--- config.mk ---
export PLATFORM = sky130hd
export DESIGN_NAME = svid_rx
export DESIGN_NICKNAME = d
export VERILOG_FILES = /design/src/rtl/svid_pkg.sv /design/src/rtl/svid_sync.sv /design/src/rtl/svid_frame.sv /design/src/rtl/svid_rail_bank.sv /design/src/rtl/svid_rx.sv
export SDC_FILE = /design/constraint.sdc
export NUM_CORES = 1
export LEC_CHECK = 0
export BUFFER_PORTS_ARGS = -buffer_cell sky130_fd_sc_hd__buf_2
export CELL_PAD_IN_SITES_DETAIL_PLACEMENT = 1
export CELL_PAD_IN_SITES_GLOBAL_PLACEMENT = 1
export CORE_UTILIZATION = 25
export DETAILED_ROUTE_END_ITERATION = 10
export GPL_TIMING_DRIVEN = 1
export HOLD_SLACK_MARGIN = 0.03
export PLACE_DENSITY_LB_ADDON = 0.05
export REMOVE_ABC_BUFFERS = 1
export SLEW_MARGIN = 20
export SYNTH_ARGS = -nofsm -noshare
export SYNTH_HDL_FRONTEND = slang
export SYNTH_SLANG_ARGS = --single-unit
--- constraint.sdc ---
create_clock -name clk -period 1.7 [get_ports clk]
set_input_delay 0.51 -clock clk [delete_from_list [all_inputs] [get_ports clk]]
set_output_delay 0.51 -clock clk [all_outputs]
set_load 0.1 [all_outputs]
--- src/rtl/svid_pkg.sv ---
package svid_pkg;
  localparam int ADDR_W   = 7;
  localparam int SEL_W    = 3;
  localparam int VID_W    = 7;
  localparam int BYTE_W   = 8;
  localparam int CNT_W    = $clog2(BYTE_W + 1);
  localparam logic [2:0] ADDR_PREFIX = 3'b110;

  typedef enum logic [2:0] {
    PH_IDLE,
    PH_ADDR,
    PH_DATA,
    PH_HOLD,
    PH_SKIP
  } phase_e;
endpackage

--- src/rtl/svid_sync.sv ---
module svid_sync #(
  parameter int STAGES = 2
) (
  input  logic clk,
  input  logic rst,
  input  logic svc_i,
  input  logic svd_i,
  output logic svd_s_o,
  output logic svc_rise_o,
  output logic svc_fall_o,
  output logic start_o,
  output logic stop_o
);
  logic [STAGES-1:0] svc_q;
  logic [STAGES-1:0] svd_q;
  logic              svc_d;
  logic              svd_d;
  logic              svc_s;
  logic              svd_s;

  generate
    if (STAGES == 1) begin : g_one
      always_ff @(posedge clk) begin
        if (rst) begin
          svc_q <= '1;
          svd_q <= '1;
        end else begin
          svc_q <= svc_i;
          svd_q <= svd_i;
        end
      end
    end else begin : g_many
      always_ff @(posedge clk) begin
        if (rst) begin
          svc_q <= '1;
          svd_q <= '1;
        end else begin
          svc_q <= {svc_q[STAGES-2:0], svc_i};
          svd_q <= {svd_q[STAGES-2:0], svd_i};
        end
      end
    end
  endgenerate

  assign svc_s = svc_q[STAGES-1];
  assign svd_s = svd_q[STAGES-1];

  always_ff @(posedge clk) begin
    if (rst) begin
      svc_d <= 1'b1;
      svd_d <= 1'b1;
    end else begin
      svc_d <= svc_s;
      svd_d <= svd_s;
    end
  end

  assign svd_s_o    = svd_s;
  assign svc_rise_o = svc_s & ~svc_d;
  assign svc_fall_o = ~svc_s & svc_d;
  assign start_o    = svc_s & svc_d & svd_d & ~svd_s;
  assign stop_o     = svc_s & svc_d & ~svd_d & svd_s;
endmodule

--- src/rtl/svid_frame.sv ---
module svid_frame
  import svid_pkg::*;
(
  input  logic                clk,
  input  logic                rst,
  input  logic                svd_s_i,
  input  logic                svc_rise_i,
  input  logic                svc_fall_i,
  input  logic                start_i,
  input  logic                stop_i,
  output logic                svd_oe_o,
  output logic                cmt_o,
  output logic [SEL_W-1:0]    cmt_sel_o,
  output logic [BYTE_W-1:0]   cmt_byte_o
);
  phase_e              phase;
  logic [CNT_W-1:0]    bit_cnt;
  logic [BYTE_W-1:0]   shreg;
  logic [SEL_W-1:0]    sel_q;
  logic [BYTE_W-1:0]   data_q;
  logic                oe_q;
  logic                cmt_q;
  logic                addr_ok;
  logic                last_bit;
  logic                in_byte;

  // shreg[7:1] is the address, shreg[0] the direction bit
  assign addr_ok  = (shreg[BYTE_W-1 -: 3] == ADDR_PREFIX) &&
                    (shreg[SEL_W:1] != '0) && !shreg[0];
  assign last_bit = (bit_cnt == CNT_W'(BYTE_W));
  assign in_byte  = (phase == PH_ADDR) || (phase == PH_DATA);

  always_ff @(posedge clk) begin
    if (rst) begin
      phase   <= PH_IDLE;
      bit_cnt <= '0;
      shreg   <= '0;
      sel_q   <= '0;
      data_q  <= '0;
      oe_q    <= 1'b0;
      cmt_q   <= 1'b0;
    end else begin
      cmt_q <= 1'b0;
      if (start_i) begin
        phase   <= PH_ADDR;
        bit_cnt <= '0;
        oe_q    <= 1'b0;
      end else if (stop_i) begin
        cmt_q   <= (phase == PH_HOLD);
        phase   <= PH_IDLE;
        bit_cnt <= '0;
        oe_q    <= 1'b0;
      end else begin
        if (svc_fall_i) begin
          oe_q <= last_bit &&
                  (((phase == PH_ADDR) && addr_ok) || (phase == PH_DATA));
        end
        if (svc_rise_i && in_byte) begin
          if (last_bit) begin
            bit_cnt <= '0;
            if (phase == PH_ADDR) begin
              if (addr_ok) begin
                phase <= PH_DATA;
                sel_q <= shreg[SEL_W:1];
              end else begin
                phase <= PH_SKIP;
              end
            end else begin
              phase  <= PH_HOLD;
              data_q <= shreg;
            end
          end else begin
            shreg   <= {shreg[BYTE_W-2:0], svd_s_i};
            bit_cnt <= bit_cnt + 1'b1;
          end
        end
      end
    end
  end

  assign svd_oe_o   = oe_q;
  assign cmt_o      = cmt_q;
  assign cmt_sel_o  = sel_q;
  assign cmt_byte_o = data_q;
endmodule

--- src/rtl/svid_rail_bank.sv ---
module svid_rail_bank
  import svid_pkg::*;
#(
  parameter logic [VID_W-1:0] BOOT_VID = 7'h30
) (
  input  logic                     clk,
  input  logic                     rst,
  input  logic                     cmt_i,
  input  logic [SEL_W-1:0]         sel_i,
  input  logic [BYTE_W-1:0]        byte_i,
  output logic [SEL_W*VID_W-1:0]   rail_vid_o,
  output logic                     psi_n_o,
  output logic                     update_o
);
  generate
    for (genvar r = 0; r < SEL_W; r++) begin : g_rail
      logic [VID_W-1:0] vid_q;
      always_ff @(posedge clk) begin
        if (rst)                    vid_q <= BOOT_VID;
        else if (cmt_i && sel_i[r]) vid_q <= byte_i[VID_W-1:0];
      end
      assign rail_vid_o[r*VID_W +: VID_W] = vid_q;
    end
  endgenerate

  always_ff @(posedge clk) begin
    if (rst) begin
      psi_n_o  <= 1'b1;
      update_o <= 1'b0;
    end else begin
      update_o <= cmt_i;
      if (cmt_i) psi_n_o <= byte_i[VID_W];
    end
  end
endmodule

--- src/rtl/svid_rx.sv ---
module svid_rx
  import svid_pkg::*;
#(
  parameter int                SYNC_STAGES = 2,
  parameter logic [VID_W-1:0]  BOOT_VID    = 7'h30
) (
  input  logic                     clk,
  input  logic                     rst,
  input  logic                     svc_i,
  input  logic                     svd_i,
  output logic                     svd_oe_o,
  output logic [SEL_W*VID_W-1:0]   rail_vid_o,
  output logic                     psi_n_o,
  output logic                     update_o
);
  logic              svd_s;
  logic              svc_rise;
  logic              svc_fall;
  logic              start_c;
  logic              stop_c;
  logic              cmt;
  logic [SEL_W-1:0]  cmt_sel;
  logic [BYTE_W-1:0] cmt_byte;

  svid_sync #(.STAGES(SYNC_STAGES)) u_sync (
    .clk        (clk),
    .rst        (rst),
    .svc_i      (svc_i),
    .svd_i      (svd_i),
    .svd_s_o    (svd_s),
    .svc_rise_o (svc_rise),
    .svc_fall_o (svc_fall),
    .start_o    (start_c),
    .stop_o     (stop_c)
  );

  svid_frame u_frame (
    .clk        (clk),
    .rst        (rst),
    .svd_s_i    (svd_s),
    .svc_rise_i (svc_rise),
    .svc_fall_i (svc_fall),
    .start_i    (start_c),
    .stop_i     (stop_c),
    .svd_oe_o   (svd_oe_o),
    .cmt_o      (cmt),
    .cmt_sel_o  (cmt_sel),
    .cmt_byte_o (cmt_byte)
  );

  svid_rail_bank #(.BOOT_VID(BOOT_VID)) u_bank (
    .clk        (clk),
    .rst        (rst),
    .cmt_i      (cmt),
    .sel_i      (cmt_sel),
    .byte_i     (cmt_byte),
    .rail_vid_o (rail_vid_o),
    .psi_n_o    (psi_n_o),
    .update_o   (update_o)
  );
endmodule

-- Yosys cells after proc, flatten, opt, wreduce, memory -nomap -nowiden
Cells that the tools add are included.
- bits in registers: 57
- input bits: 4
- output and inout bits: 24
- add/sub/neg operators: 1
- eq/ne operators: 5
- muxes and demuxes: 7
- bitwise gates (word level): 15
- reduce and logical (&&, ||, !) cells: 21
- operators by type and width (cell ; number):
    $reduce_bool 3->1 ; 3
    $logic_and 1x1->1 ; 8
    $not 1->1 ; 8
    $and 1x1->1 ; 7
    $eq 3x2->1 const B ; 2
    $mux 3 ; 2
    $reduce_and 6->1 ; 1
    $reduce_or 3->1 ; 2
    $reduce_and 5->1 ; 1
    $add 4x1->4 const B ; 1
    $eq 4x4->1 const B ; 1
    $mux 1 ; 4
    $mux 4 ; 1
    $reduce_and 2->1 ; 2
    $reduce_and 4->1 ; 1
    $eq 3x1->1 const B ; 1
    $eq 3x3->1 const B ; 1
    $logic_or 1x1->1 ; 2
    $logic_not 1->1 ; 1

-- Depth between registers and ports, before layout
- depth after elaboration: 9
- gate-level depth with buffers: 7
- gate-level depth less buffers: 6

-- Hierarchy
A second synthesis with hierarchy kept.
- cells, all modules: 232
- area total of the unflattened synthesis: 2368.5 um2
- by module, submodules not included (module ; times used ; cells each ; area each (um2)):
    svid_frame ; 1 ; 133 ; 1277.5
    svid_rail_bank ; 1 ; 83 ; 900.9
    svid_sync ; 1 ; 16 ; 190.2

-- Worst setup path before layout
Ideal clock, no wire load.
- path type: register to register
- start: register u_frame.bit_cnt[0]
- end: register u_frame.data_q[0] (netlist: u_frame.cmt_byte_o[0])
- library setup time: 0.128 ns
- arrival time: 1.398 ns
- required time: 1.572 ns
- path slack: 0.175 ns
- cell stages (with the launch flop): 8
- path buffers: 1
- period minus slack after synthesis: 1.525 ns
- cell sequence: dfxtp_1 > inv_1 > ha_1 > nand3b_1 > nor4_1 > buf_4 > mux2i_1 > nor2_1
- cells in the longest elaborated chain, start to end: 2
- ends and longest elaborated chain (what ; RTL line ; source):
    start: declaration ; svid_frame.sv:17 ; logic [CNT_W-1:0] bit_cnt;
    start signal: assignment ; svid_frame.sv:74 ; bit_cnt <= bit_cnt + 1'b1;
    $eq 4x4->1 ; svid_frame.sv:30 ; assign last_bit = (bit_cnt == CNT_W'(BYTE_W));
    $reduce_and 5->1 (no source line) ; - ;
    end signal: assignment ; svid_frame.sv:70 ; data_q <= shreg;
    end: declaration ; svid_frame.sv:20 ; logic [BYTE_W-1:0] data_q;
Every way passes these cells.
A chain may end at the register's enable or synchronous reset.

-- Final worst setup path
- start: register u_bank.g_rail[1].vid_q[5]
- end: output rail_vid_o[12]
- RTL lines (what ; RTL line ; source):
    start: declaration ; svid_rail_bank.sv:17 ; logic [VID_W-1:0] vid_q;
    start signal: assignment ; svid_rail_bank.sv:20 ; else if (cmt_i && sel_i[r]) vid_q <= byte_i[VID_W-1:0];
    end: declaration ; svid_rx.sv:12 ; output logic [SEL_W*VID_W-1:0] rail_vid_o,
No word-level cell between the ends.

==> results_dict.tcl <==
set metrics [dict create \
    outcome "complete, no violations" \
    yosys_warnings 0 \
    post-route-period-util_pct 95.4 \
    grt_pass1_wl_mm 9.18 \
    holdBufCountCts 0 \
    root_buffer "clkbuf_8" \
    holdCritStartpoint "svd_i" \
    dr.pass1.iters 3 \
    vias_per_cell 4.52 \
    synth_area_um2 2190 \
    grt_max_degree 19 \
    die_h_um 95.7 \
    area_delta_synth_final_pct 27.3 \
    worstPathMaxFanout 2 \
    r2r_slack_ps 80 \
    ys_seq_area_share_pct 52.0 \
    ys_ff_latch 57 \
    arrival_ps 1110 \
    cts_buffer_depth 2 \
    irDropWorstVdd_mv 0.429 \
    vias 1767 \
    cap_violations 0 \
    crit_family "buffers and inverters" \
    setup_viol_count_final 0 \
    cts_buffers 9 \
    first_global_vias 1763 \
    cp_num_buf_inv 1 \
    drc 0 \
    n_antenna_cell 0 \
    fp.dieArea_um2 9150 \
    drt-total-wl_mm 5.68 \
    yosysUniqueCellTypes 39 \
    fin_tns_setup_ps 0 \
    r2r_end "u_frame.phase[2]" \
    crit_required_ps 1190 \
    slew_headroom_pct 67.4 \
    ff2ff_path_depth 7 \
    tightestPinTransition_ps 492 \
    drt_iter0_markers 52 \
    port_buffers 27 \
    hpwl_mm 3.85 \
    critPathSlowestCell "buf_2" \
    initial_core_util_pct 26.3 \
    synth_area_per_cell_um2 9.18 \
    cp_slowest_stage_delay_ps 430 \
    finalClockSkew_ps 9.03 \
    hold_depth 2 \
    min_to "u_sync.svd_q[0]" \
    nets 288 \
    rsz0062_at_grt "yes" \
    startpoint_type "flip-flop" \
    gp_congestion 0.695 \
    dpl_cell_area_um2 2530 \
    clock_sinks 57 \
    final_hold_viol_count 0 \
    wire_per_inst_um 14.5 \
    r2r_start "u_frame.bit_cnt[0]" \
    htreeDepth 3 \
    antenna_left 0 \
    power_density_nw_per_um2 999 \
    layout-drive-gt1-share_pct 26.9 \
    fin_util_pct 33.5 \
    cts_tree "yes" \
    rows 33 \
    clock_latency_ps 340 \
    min_period_ps 1620 \
    path_class "flip-flop to output port" \
    core-area_um2 8340 \
    fin_hold_ws_ps 350 \
    power.total_uw 2790 \
    timing.fmax_mhz 617 \
    hp-class "input pin to flip-flop" \
    crit_chain "buf_2" \
    cts.reportedPaths.clkPinSlew_ps 60 \
    design_area_um2 2790 \
    die_w_um 95.7 \
    grt.overflow.total 0 \
    grt_usage_pct 13.9 \
    power_leakage_uw 0.00114 \
    io_pins 28 \
    cp-end-kind "output port" \
    antenna_found_initial 0 \
    drv_slew 0 \
    synthCells 239 \
]
## cell usage after synthesis, drive strengths merged
cell type	count	area share [%]
a21boi	1	0.34
a21oi	20	4.6
a2bb2oi	1	0.40
a311oi	1	0.40
a31o	1	0.40
a31oi	1	0.29
and2	1	0.29
and2b	1	0.40
and3	2	0.57
and4bb	1	0.57
buf	1	0.34
clkbuf	13	2.2
dfxtp	57	52
ha	2	1.1
inv	6	1.0
mux2i	20	9.1
nand2	33	5.8
nand2b	2	0.57
nand3	31	7.3
nand3b	1	0.34
nand4	1	0.29
nand4b	1	0.40
nor2	18	3.1
nor2b	1	0.29
nor3	1	0.23
nor3b	1	0.86
nor4	2	0.57
o211a	1	0.46
o21ai	2	0.46
o31a	1	0.40
o32ai	1	0.40
or2	7	2.0
or2b	1	0.40
or3	1	0.29
or4	2	0.68
xor2	2	1.1
## metal layers
layer / global-route usage, % / vias up / part of all wire [%]
met3: 5.66 / 7 / 4.2
met5: 0 / - / 0
met4: 5.22 / 0 / 1.4
li1: - / 903 / -
met2: 20.8 / 25 / 46
met1: 17.8 / 832 / 49
## logic make-up after synthesis
group | after synthesis | share of synthesized area, %
compound gates | 30 | 8.10
buf+inv | 20 | 3.59
xor+xnor | 2 | 1.14
fa+ha+maj | 2 | 1.14
simple gates | 108 | 24.9
flops | 57 | 52.0
mux | 20 | 9.13
## flip-flops by register name, summed over array words and instances, names as in the netlist
register             flops
u_sync.svc_q             2
u_frame.bit_cnt          4
u_frame.phase            3
u_frame.cmt_o            1
u_bank.g_rail.vid_q     21
u_sync.svc_d             1
u_sync.svd_q             2
u_bank.psi_n_o           1
u_bank.update_o          1
u_frame.shreg            8
u_sync.svd_d             1
u_frame.cmt_sel_o        3
u_frame.cmt_byte_o       8
u_frame.svd_oe_o         1
## how the worst max path moves through the flow
stage / start / endpoint / slack (ps) / cells past startpoint
floorplan: u_frame.bit_cnt[0] / u_frame.cmt_byte_o[0] / -750 / 6
global placement: u_frame.bit_cnt[0] / u_frame.cmt_sel_o[1] / 50 / 6
detailed placement: u_frame.bit_cnt[0] / u_frame.cmt_sel_o[0] / -8 / 6
CTS: u_frame.bit_cnt[0] / u_frame.cmt_byte_o[1] / 30 / 7
global route: u_frame.bit_cnt[0] / u_frame.cmt_byte_o[1] / -10 / 8
finish: u_bank.g_rail[1].vid_q[5] / rail_vid_o[12] / 80 / 1
## through the flow
stage | setup WS [ps] | std cells
6_report | 78.6 | 391
3_5_place_dp | -7.75 | 373
5_1_grt | -10.7 | 391
3_3_place_gp | 54.7 | 373
2_1_floorplan | -748 | 225
4_1_cts | 27.6 | 388
## what timing repair did
action                                  CTS  global route
pin swaps                                 0             1
endpoints found under the hold margin     0             0
gates resized for setup                   1             5
setup buffers                             0             2
gates cloned                              0             1
endpoints found under the setup margin    2            19
## area by class of cell
class                      count  area, um2
timing repair buffer          46        275
tap                          105        131
clock buffer                  13        179
clock inverter                 2       35.0
fill                         978       5550
inverter                       6       22.5
sequential                    57       1140
multi-input combinational    162       1010
## cells in the final DEF (no fill, tap or decap), types with 2 or more instances in the layout
cell type	synthesis	routed
a21oi_1	20	20
and3_1	2	2
buf_2	0	28
buf_4	1	18
clkbuf_8	0	13
dfxtp_1	57	57
ha_1	2	2
inv_1	6	6
mux2i_1	20	20
nand2_1	32	32
nand2b_1	2	2
nand3_1	30	30
nor2_1	18	18
o21ai_0	2	2
or2_2	7	7
or4_1	2	2
## power breakdown
part,internal (uW),switching [uW]
registers,1340,7.99
logic,30.1,41.4
clock network,827,539
total,2200,589
No activity file was read; power rests on OpenSTA's default activity.
